==> config.mk <==
export PLATFORM = sky130hd
export DESIGN_NAME = pixel_link_ser
export DESIGN_NICKNAME = d
export VERILOG_FILES = /design/src/rtl/pixel_link_ser.sv
export SDC_FILE = /design/constraint.sdc
export NUM_CORES = 1
export LEC_CHECK = 0
export BUFFER_PORTS_ARGS = -buffer_cell sky130_fd_sc_hd__clkbuf_2
export CORE_MARGIN = 8
export CORE_UTILIZATION = 30
export DETAILED_ROUTE_END_ITERATION = 8
export HOLD_SLACK_MARGIN = 0.05
export RECOVER_POWER = 100
export SYNTH_ARGS = -nofsm -noshare
export SYNTH_HDL_FRONTEND = slang
export SYNTH_SLANG_ARGS = --single-unit
==> constraint.sdc <==
create_clock -name clk -period 4.4 [get_ports clk]
set_clock_uncertainty 0.15 [all_clocks]
set_input_delay 0.22 -clock clk [delete_from_list [all_inputs] [get_ports clk]]
set_output_delay 0.22 -clock clk [all_outputs]
set_load 0.01 [all_outputs]
==> src/rtl/pixel_link_ser.sv <==
module pixel_link_ser #(
  parameter int LANES = 4,
  parameter bit DDR = 1'b0,
  localparam int NB = DDR ? 2 : 1
) (
  input  logic                    clk,
  input  logic                    rst,
  input  logic [7*LANES-1:0]      pix_in,
  output logic                    ready,
  output logic [(LANES+1)*NB-1:0] ser_out
);
  localparam int SPAN = 14;
  localparam int SPLIT = DDR ? 6 : 7;
  localparam logic [SPAN-1:0] CLKPAT = 14'b1100011_1100011;

  logic [3:0] pos;
  logic [SPAN-1:0] frm [LANES];
  logic [(LANES+1)*NB-1:0] nxt;

  wire at_a = (pos == 4'd0);
  wire at_b = (pos == 4'(SPLIT));

  assign ready = !rst && (at_a || at_b);

  always_comb begin
    for (int l = 0; l < LANES; l++)
      for (int j = 0; j < NB; j++)
        nxt[l*NB + NB-1-j] = frm[l][4'(SPAN-1 - int'(pos) - j)];
    for (int j = 0; j < NB; j++)
      nxt[LANES*NB + NB-1-j] = CLKPAT[4'(SPAN-1 - int'(pos) - j)];
  end

  always_ff @(posedge clk) begin
    if (rst) begin
      pos <= '0;
      ser_out <= '0;
      for (int l = 0; l < LANES; l++) frm[l] <= '0;
    end else begin
      ser_out <= nxt;
      for (int l = 0; l < LANES; l++) begin
        if (at_a) frm[l][6:0] <= pix_in[l*7 +: 7];
        if (at_b) frm[l][13:7] <= pix_in[l*7 +: 7];
      end
      pos <= (int'(pos) + NB >= SPAN) ? 4'd0 : pos + 4'(NB);
    end
  end
endmodule


==> flow_summary.ini, run 1 <==
[synth]
ys_warn_count = 0
synth-seq-cells = 65
synth_top_area_share = 0.560
synthCells = 205
syn_nets = 241
seq_area_frac_synth = 0.619
yosys.area.top_type = edfxtp_1
synth_cell_type_count = 36
synth_edf_count = 56
async_reset_ff_frac = 0
syn_area_um2 = 3010
postSynthAreaPerCell_um2 = 14.7
synth_area_leaders = edfxtp_1, and2_1, dfxtp_1, mux4_1, mux4_2
synth_flop_cell = edfxtp_1

[worst_setup_path]
rrSetupSlack_ns = 1.14
path_max_fanout = 18
critPathKind = flop to flop
cp_slowest_cell = clkbuf_1
cp.arrival_ns = 3.07
max_stage_delay_ns = 0.81
required_ns = 4.21
cp-start-kind = flop
cp_cell_sequence = ha_1 > nand2_1 > o21bai_1 > clkbuf_1
endpoint_kind = flop

[power_and_ir_drop]
p_leak_uw = 0.00141
clockPowerShare = 0.344
internal_power_uw = 1060
p_per_area_nw_per_um2 = 370
p_comb_frac = 0.119
seq_power_share = 0.537
p_sw_frac = 0.233
p_sw_uw = 323
ir_worst_vdd_mv = 0.151

[sta]
tightest_slew_ns = 1.57
finalWorstSetupSlack_ns = 1.14
hold_viol = 0
finalSetupViolCount = 0
rsz0062_at_grt = no
final.setup.tns_ns = 0
fin_crit_ns = 3.26
max_freq_mhz = 307
slew_headroom = -0.0478
period_share = 0.741
fin_hold_ws_ns = 0.0606
finalMaxSlewViolations = 29

[global_route]
grt_pass1_vias = 1957
grt_start_max_net_pins = 30
grt-ovfl-total = 0
grt_usage = 0.0954
grt_antenna_before_repair = 0
grt_pass1_wl_um = 9670

[clocking]
hold_buffers = 28
cts_tree = built
clk_pin_slew_ns = 0.07
insertion_delay_ns = 0.33
post_cts_resized = 0
clk_path_buf_depth = 2
cts_made_buffers = 9
cts_max_level = 3
clock-sinks = 65
root_buffer = clkbuf_8
cts_setup_buffers = 0

[die]
start_util = 0.309
die_x_um = 116
dieArea_um2 = 13500
fp.dieH_um = 116
core-area_um2 = 9730
placement_rows = 36
ioPinCount = 36

[run_status]
violations = max-capacitance violations, max-slew violations
status = finished with violations

[route]
ant_nets = 0
wl_per_cell_um = 14.6
first_pass_iters = 4
vias = 1748
avgViaCountPerCell = 4.27
drt-initial-drc-count = 114
routed_wl_um = 5980
drcViolationCount = 0

[layout]
fin_area_um2 = 3750
final_common_cell = edfxtp_1
syn_to_final_growth_pct = 24.9
nets = 307
final_cell_mix = edfxtp_1, and2_0, clkbuf_2, dlygate4sd3_1, and2_1
antenna_cells = 0
drive_above_1_share = 0.203
fin_util = 0.386
fill_cells = 985

[place]
placed_cell_area_um2 = 3320
place_ws_ns = 1.91
portBuffers = 35
routabilityCongestion = 0.691
hpwl_um = 4050

[min_path]
hp-class = primary input to flop

[job]
drv_cap = 1
[area by class of cell]
cell class	count	area [um2]	share of cell area
tap	133	166	0.0443
multi-input combinational	124	1060	0.282
clock buffer	9	124	0.0330
sequential	65	1860	0.496
clock inverter	7	61.3	0.0163
inverter	3	11.3	0.00300
timing repair buffer	68	470	0.125
[critical path, delay by kind of cell, from the launching register on]
family | cells | cell delay [ns]
buf+inv | 1 | 0.81
fa+ha+maj | 1 | 0.36
simple gates | 1 | 0.10
flops | 1 | 0.68
compound gates | 1 | 0.78
[power groups by stage]
stage	registers [uW]	logic [uW]	clock network, uW
after floorplan	750	107	0
after global placement	757	152	0
after detailed placement	759	154	0
after CTS	745	174	492
after global routing	750	184	512
final	745	165	476
[layer usage]
metal | global-route usage | routed length [um] | part of all wire
met1 | 0.109 | 2740 | 0.46
met2 | 0.161 | 2900 | 0.48
met3 | 0.0259 | 242 | 0.040
met4 | 0.0467 | 101 | 0.017
met5 | 0 | 0 | 0
[flip-flops by register name, summed over array words and instances, names as in the netlist]
signal   cells
frm         56
ser_out      5
pos          4
[metrics by stage]
step | total power, uW | instances
finish | 1390 | 409
global route | 1450 | 409
CTS | 1410 | 409
detailed placement | 912 | 365
global placement | 909 | 365
floorplan | 857 | 205
[cell families after synthesis]
group	after synthesis	share of synthesized area
simple gates	77	0.152
flops	65	0.619
mux	21	0.121
compound gates	17	0.0404
buf+inv	16	0.0271
fa+ha+maj	6	0.0250
xor+xnor	3	0.0150
[synthesized netlist by cell type (2+ instances only)]
| cell | n |
|---|---|
| nor3_2 | 2 |
| o21ai_1 | 3 |
| mux4_1 | 6 |
| a31oi_1 | 2 |
| edfxtp_1 | 56 |
| clkbuf_1 | 3 |
| ha_1 | 6 |
| a21oi_1 | 2 |
| mux4_2 | 4 |
| nor2_1 | 8 |
| dfxtp_1 | 9 |
| mux2_2 | 4 |
| a22oi_1 | 3 |
| and2_1 | 56 |
| mux2i_1 | 7 |
| nand2_1 | 4 |
| buf_2 | 8 |
| nand3_1 | 2 |
| inv_1 | 3 |
[final timing paths]
kind              start    endpoint  cells past startpoint
max              pos[1]  frm[0][13]                      4
min                 rst  ser_out[4]                      2
max reg2reg      pos[1]  frm[0][13]                      4
min reg2reg  frm[1][10]  ser_out[1]                      3
No activity file was read; power rests on OpenSTA's default activity.
==> inputs of run 2 (changes only) <==
clock period = 3.3 ns   (was 4.4 ns; I/O delays follow)
==> run 2 against run 1 <==
The run now ends clean. Die area unchanged. Non-clock buffer count increased by 3. Sequential power grew 33%. Worst hold slack better by 0.34 ns. Global-route usage rose by 0.43 points. Critical endpoint is now ready. Largest power group unchanged.
==> flow_summary.ini, run 2 (same netlist as run 1, synthesis figures left out) <==
[die]
die_x_um = 116
start_util = 0.309
core-area_um2 = 9730
placement_rows = 36
ioPinCount = 36
dieArea_um2 = 13500
fp.dieH_um = 116

[sta]
max_freq_mhz = 369
slew_headroom = 0.468
tightest_slew_ns = 0.798
hold_viol = 0
final.setup.tns_ns = 0
finalSetupViolCount = 0
period_share = 0.821
finalMaxSlewViolations = 0
rsz0062_at_grt = no
fin_crit_ns = 2.71

[worst_setup_path]
path_max_fanout = 29
cp_slowest_cell = dfxtp_1
endpoint_kind = output pin
cp_common_cell = clkbuf_1
required_ns = 2.98
max_stage_delay_ns = 0.42
cp_cell_sequence = clkbuf_1 > inv_1 > ha_1 > nand2_1 > nor2_1 > buf_4 > or2_2 > clkbuf_1
cp.arrival_ns = 2.39
cp-start-kind = flop
critPathKind = flop to output pin

[power_and_ir_drop]
p_sw_uw = 443
p_per_area_nw_per_um2 = 511
clockPowerShare = 0.374
p_sw_frac = 0.228
p_leak_uw = 0.00148
p_comb_frac = 0.118
seq_power_share = 0.508
internal_power_uw = 1500
ir_worst_vdd_mv = 0.197

[global_route]
grt_start_max_net_pins = 30
grt_pass1_wl_um = 10100
grt_pass1_vias = 2000
grt_usage = 0.0997
grt-ovfl-total = 0
grt_antenna_before_repair = 0

[clocking]
cts_max_level = 3
cts_tree = built
post_cts_resized = 0
insertion_delay_ns = 0.33
clock-sinks = 65
cts_made_buffers = 9
hold_buffers = 29
clk_path_buf_depth = 2
root_buffer = clkbuf_8
cts_setup_buffers = 0
clk_pin_slew_ns = 0.07

[place]
portBuffers = 35
hpwl_um = 4090
routabilityCongestion = 0.739
placed_cell_area_um2 = 3340

[layout]
fin_area_um2 = 3810
final_common_cell = edfxtp_1
seqCellArea_um2 = 1860
syn_to_final_growth_pct = 26.7
nets = 310
multi_input_area_um2 = 1060
drive_above_1_share = 0.219
largest_register_ffs = 56
final_cell_mix = edfxtp_1, and2_1, clkbuf_2, dlygate4sd3_1, and2_0
regMostFlops = frm
fill_cells = 967
antenna_cells = 0
top_regs = frm: 56 flops, ser_out: 5 flops, pos: 4 flops

[route]
drcViolationCount = 0
avgViaCountPerCell = 4.38
drt-initial-drc-count = 140
wl_per_cell_um = 15.0
ant_nets = 0
vias = 1803
routed_wl_um = 6190
first_pass_iters = 4

[run_status]
status = finished, final reports clean

[job]
drv_cap = 0

[min_path]
hp-class = flop to flop
run 2: cell types whose count changed in the layout (fill, tap and decap cells not counted):
cell / before / now
bufinv_16: 1 / 2
o21ai_0: 3 / 2
clkinv_1: 3 / 1
dlygate4sd3_1: 28 / 29
o21ai_1: 0 / 1
o21bai_1: 1 / 0
buf_4: 1 / 3
o21bai_2: 0 / 1
and2_0: 38 / 12
clkinvlp_4: 2 / 0
clkbuf_2: 29 / 30
clkinv_4: 0 / 1
clkinv_2: 1 / 2
and2_1: 18 / 44
run 2: area by class of cell:
type / count / area share
multi-input combinational: 124 / 0.279
clock buffer: 10 / 0.0335
inverter: 3 / 0.00296
tap: 133 / 0.0437
timing repair buffer: 71 / 0.130
sequential: 65 / 0.489
clock inverter: 6 / 0.0217
run 2: critical path, delay by kind of cell (launching register included):
kind | cells | cell delay, ns
adder cells (fa/ha/maj) | 1 | 0.22
buffers and inverters | 4 | 0.97
flip-flops | 1 | 0.42
AND/OR/NAND/NOR | 3 | 0.44
run 2: path summary, 6_finish.rpt:
check,start,end,slack [ns],cells after the start
setup reg to reg,pos[1],ser_out[3],0.62,6
hold reg to reg,pos[0],pos[0],0.40,1
hold / removal,pos[0],pos[0],0.40,1
setup / recovery,pos[1],ready,0.59,8
run 2: per-stage QoR:
| step | setup slack (ns) | instances | hold slack (ns) | utilization | total power [uW] |
|---|---|---|---|---|---|
| after floorplan | 0.618 | 205 | 0.213 | - | 1140 |
| after global placement | 0.947 | 367 | 0.306 | 0.343 | 1220 |
| after detailed placement | 0.844 | 367 | 0.311 | 0.343 | 1220 |
| after CTS | 0.852 | 412 | 0.411 | 0.395 | 1970 |
| after global routing | 0.421 | 412 | 0.457 | 0.391 | 2030 |
| final | 0.592 | 412 | 0.402 | 0.391 | 1950 |
run 2: layer usage:
metal  GRT usage  wire [um]  up-vias
met5           0          0        -
met1       0.118       2820      872
li1            -          -      886
met4      0.0588        102        0
met2       0.163       3030       36
met3      0.0228        236        9
run 2: power by group through the flow:
stage               clock network, uW  logic (uW)  registers [uW]
CTS                               742         241             990
global placement                    0         212            1010
global route                      779         254             996
floorplan                           0         142            1000
detailed placement                  0         214            1010
finish                            727         230             989
==> inputs of run 3 (changes only) <==
clock period = 2.6 ns   (was 3.3 ns; I/O delays follow)
==> run 3 against run 2 <==
Sequential cell count stayed put. Critical path depth down 3. Setup slack worse by 0.30 ns. Cell count grew 0.73%. Register-to-register slack worse by 0.33 ns. Worst hold slack better by 0.068 ns. Critical endpoint is now ser_out[3].
==> flow_summary.ini, run 3 (same netlist as run 1, synthesis figures left out) <==
[run_status]
status = finished, final reports clean

[die]
start_util = 0.309
fp.dieH_um = 116
placement_rows = 36
core-area_um2 = 9730
die_x_um = 116
dieArea_um2 = 13500
ioPinCount = 36

[job]
drv_cap = 0

[layout]
syn_to_final_growth_pct = 25.4
fin_area_um2 = 3770
top_regs = frm: 56 flops, ser_out: 5 flops, pos: 4 flops
nets = 314
regMostFlops = frm
final_cell_mix = edfxtp_1, clkbuf_2, and2_1, dlygate4sd3_1, and2_0
fin_util = 0.387
final_common_cell = edfxtp_1
drive_above_1_share = 0.209
largest_register_ffs = 56
antenna_cells = 0
instances_no_fill = 415

[worst_setup_path]
cp_cell_sequence = ha_1 > nand2_1 > nor3_1 > a22o_1 > a31o_1
startpoint = pos[1]
cp.arrival_ns = 2.44
max_stage_delay_ns = 0.67
rrSetupSlack_ns = 0.29
crit_cells = 5
regToRegStartpoint = pos[1]
endpoint_kind = flop
cp_slowest_cell = ha_1
crit_buf_inv = 0
crit_end = ser_out[3]
path_delay_family = simple AND/OR/NAND/NOR gates
path_max_fanout = 14
rr_worst_depth = 5
required_ns = 2.73
r2r_end = ser_out[3]
cp-start-kind = flop
critPathKind = flop to flop

[clocking]
cts_tree = built
clock-sinks = 65
cts_max_level = 3
root_buffer = clkbuf_8
insertion_delay_ns = 0.33
clk_path_buf_depth = 2
clk_pin_slew_ns = 0.06
cts_made_buffers = 9

[route]
drcViolationCount = 0
routed_wl_um = 6260
routed-wl-met2_um = 3020
first_pass_iters = 4
drt-met1-wl_um = 2930
avgViaCountPerCell = 4.37
wl_met3_um = 224
wl_per_cell_um = 15.1
drt-initial-drc-count = 90
highest_layer = met4
vias = 1812
ant_nets = 0

[place]
hpwl_um = 4330
placed_cell_area_um2 = 3370
portBuffers = 35
routabilityCongestion = 0.783
dp_cells = 371

[sta]
hold_viol = 0
max_freq_mhz = 433
fin_hold_ws_ns = 0.469
period_share = 0.888
fin_crit_ns = 2.31
finalSetupViolCount = 0
slew_headroom = 0.487
finalMaxSlewViolations = 0
final.setup.tns_ns = 0
tightest_slew_ns = 0.763
rsz0062_at_grt = no

[global_route]
grt_antenna_before_repair = 0
grt_start_max_net_pins = 20
grt-ovfl-total = 0
grt_pass1_vias = 1970
grt_pass1_wl_um = 10200
grt_usage = 0.101

[power_and_ir_drop]
p_leak_uw = 0.00145
ir_worst_vdd_mv = 0.184
p_per_area_nw_per_um2 = 603

[min_path]
hp-class = flop to flop
run 3: cell count changes in the layout (fill, tap and decap cells not counted):
cell / previous run / this run
clkinv_1: 1 / 2
nor3_1: 1 / 2
nor3_2: 2 / 1
clkinv_2: 2 / 0
bufinv_16: 2 / 0
clkbuf_2: 30 / 32
and2_1: 44 / 31
and2_0: 12 / 25
clkbuf_1: 10 / 13
clkbuf_8: 9 / 10
clkinv_4: 1 / 0
buf_4: 3 / 4
run 3: area by class of cell:
class | count | area (um2)
clock inverters | 2 | 7.51
repair buffers | 75 | 518
inverters | 3 | 11.3
flip-flops and latches | 65 | 1860
multi-input cells | 124 | 1060
clock buffers | 13 | 149
well taps | 133 | 166
fillers | 953 | 5960
run 3: power breakdown:
| group | switching [uW] | total (uW) | internal [uW] |
|---|---|---|---|
| Combinational | 148 | 297 | 149 |
| Clock | 356 | 718 | 362 |
| Sequential | 30.8 | 1260 | 1230 |
run 3: worst min path at each step:
stage,startpoint,endpoint,depth (start not counted)
3_3_place_gp,pix_in[20],frm[2][6],2
4_1_cts,pix_in[15],frm[2][1],3
3_5_place_dp,pix_in[3],frm[0][3],2
2_1_floorplan,pix_in[0],frm[0][0],1
6_report,frm[0][11],ser_out[0],3
5_1_grt,pix_in[4],frm[0][4],3
run 3: per-stage QoR:
step | setup WS (ns) | power (uW)
finish | 0.291 | 2270
global route | 0.0827 | 2380
floorplan | 0.413 | 1450
CTS | 0.309 | 2310
detailed placement | 0.426 | 1560
global placement | 0.483 | 1550
run 3: per-layer routing:
layer  track usage  vias to the layer above
met4        0.0493                        0
met3        0.0305                        7
li1              -                      890
met2         0.164                       35
met1         0.121                      880
met5             0                        -
run 3: timing repair:
action | 4_1_cts | 5_1_grt
gates resized for setup | 0 | 0
setup buffers | 0 | 0
endpoints found under the hold margin | 57 | 0
hold buffers | 29 | 0
endpoints found under the setup margin | 0 | 0
run 3: worst register-to-register path: stages (launching register included):
cell     delay [ns]
dfxtp_1        0.40
ha_1           0.67
nand2_1        0.11
nor3_1         0.60
a22o_1         0.23
a31o_1         0.09
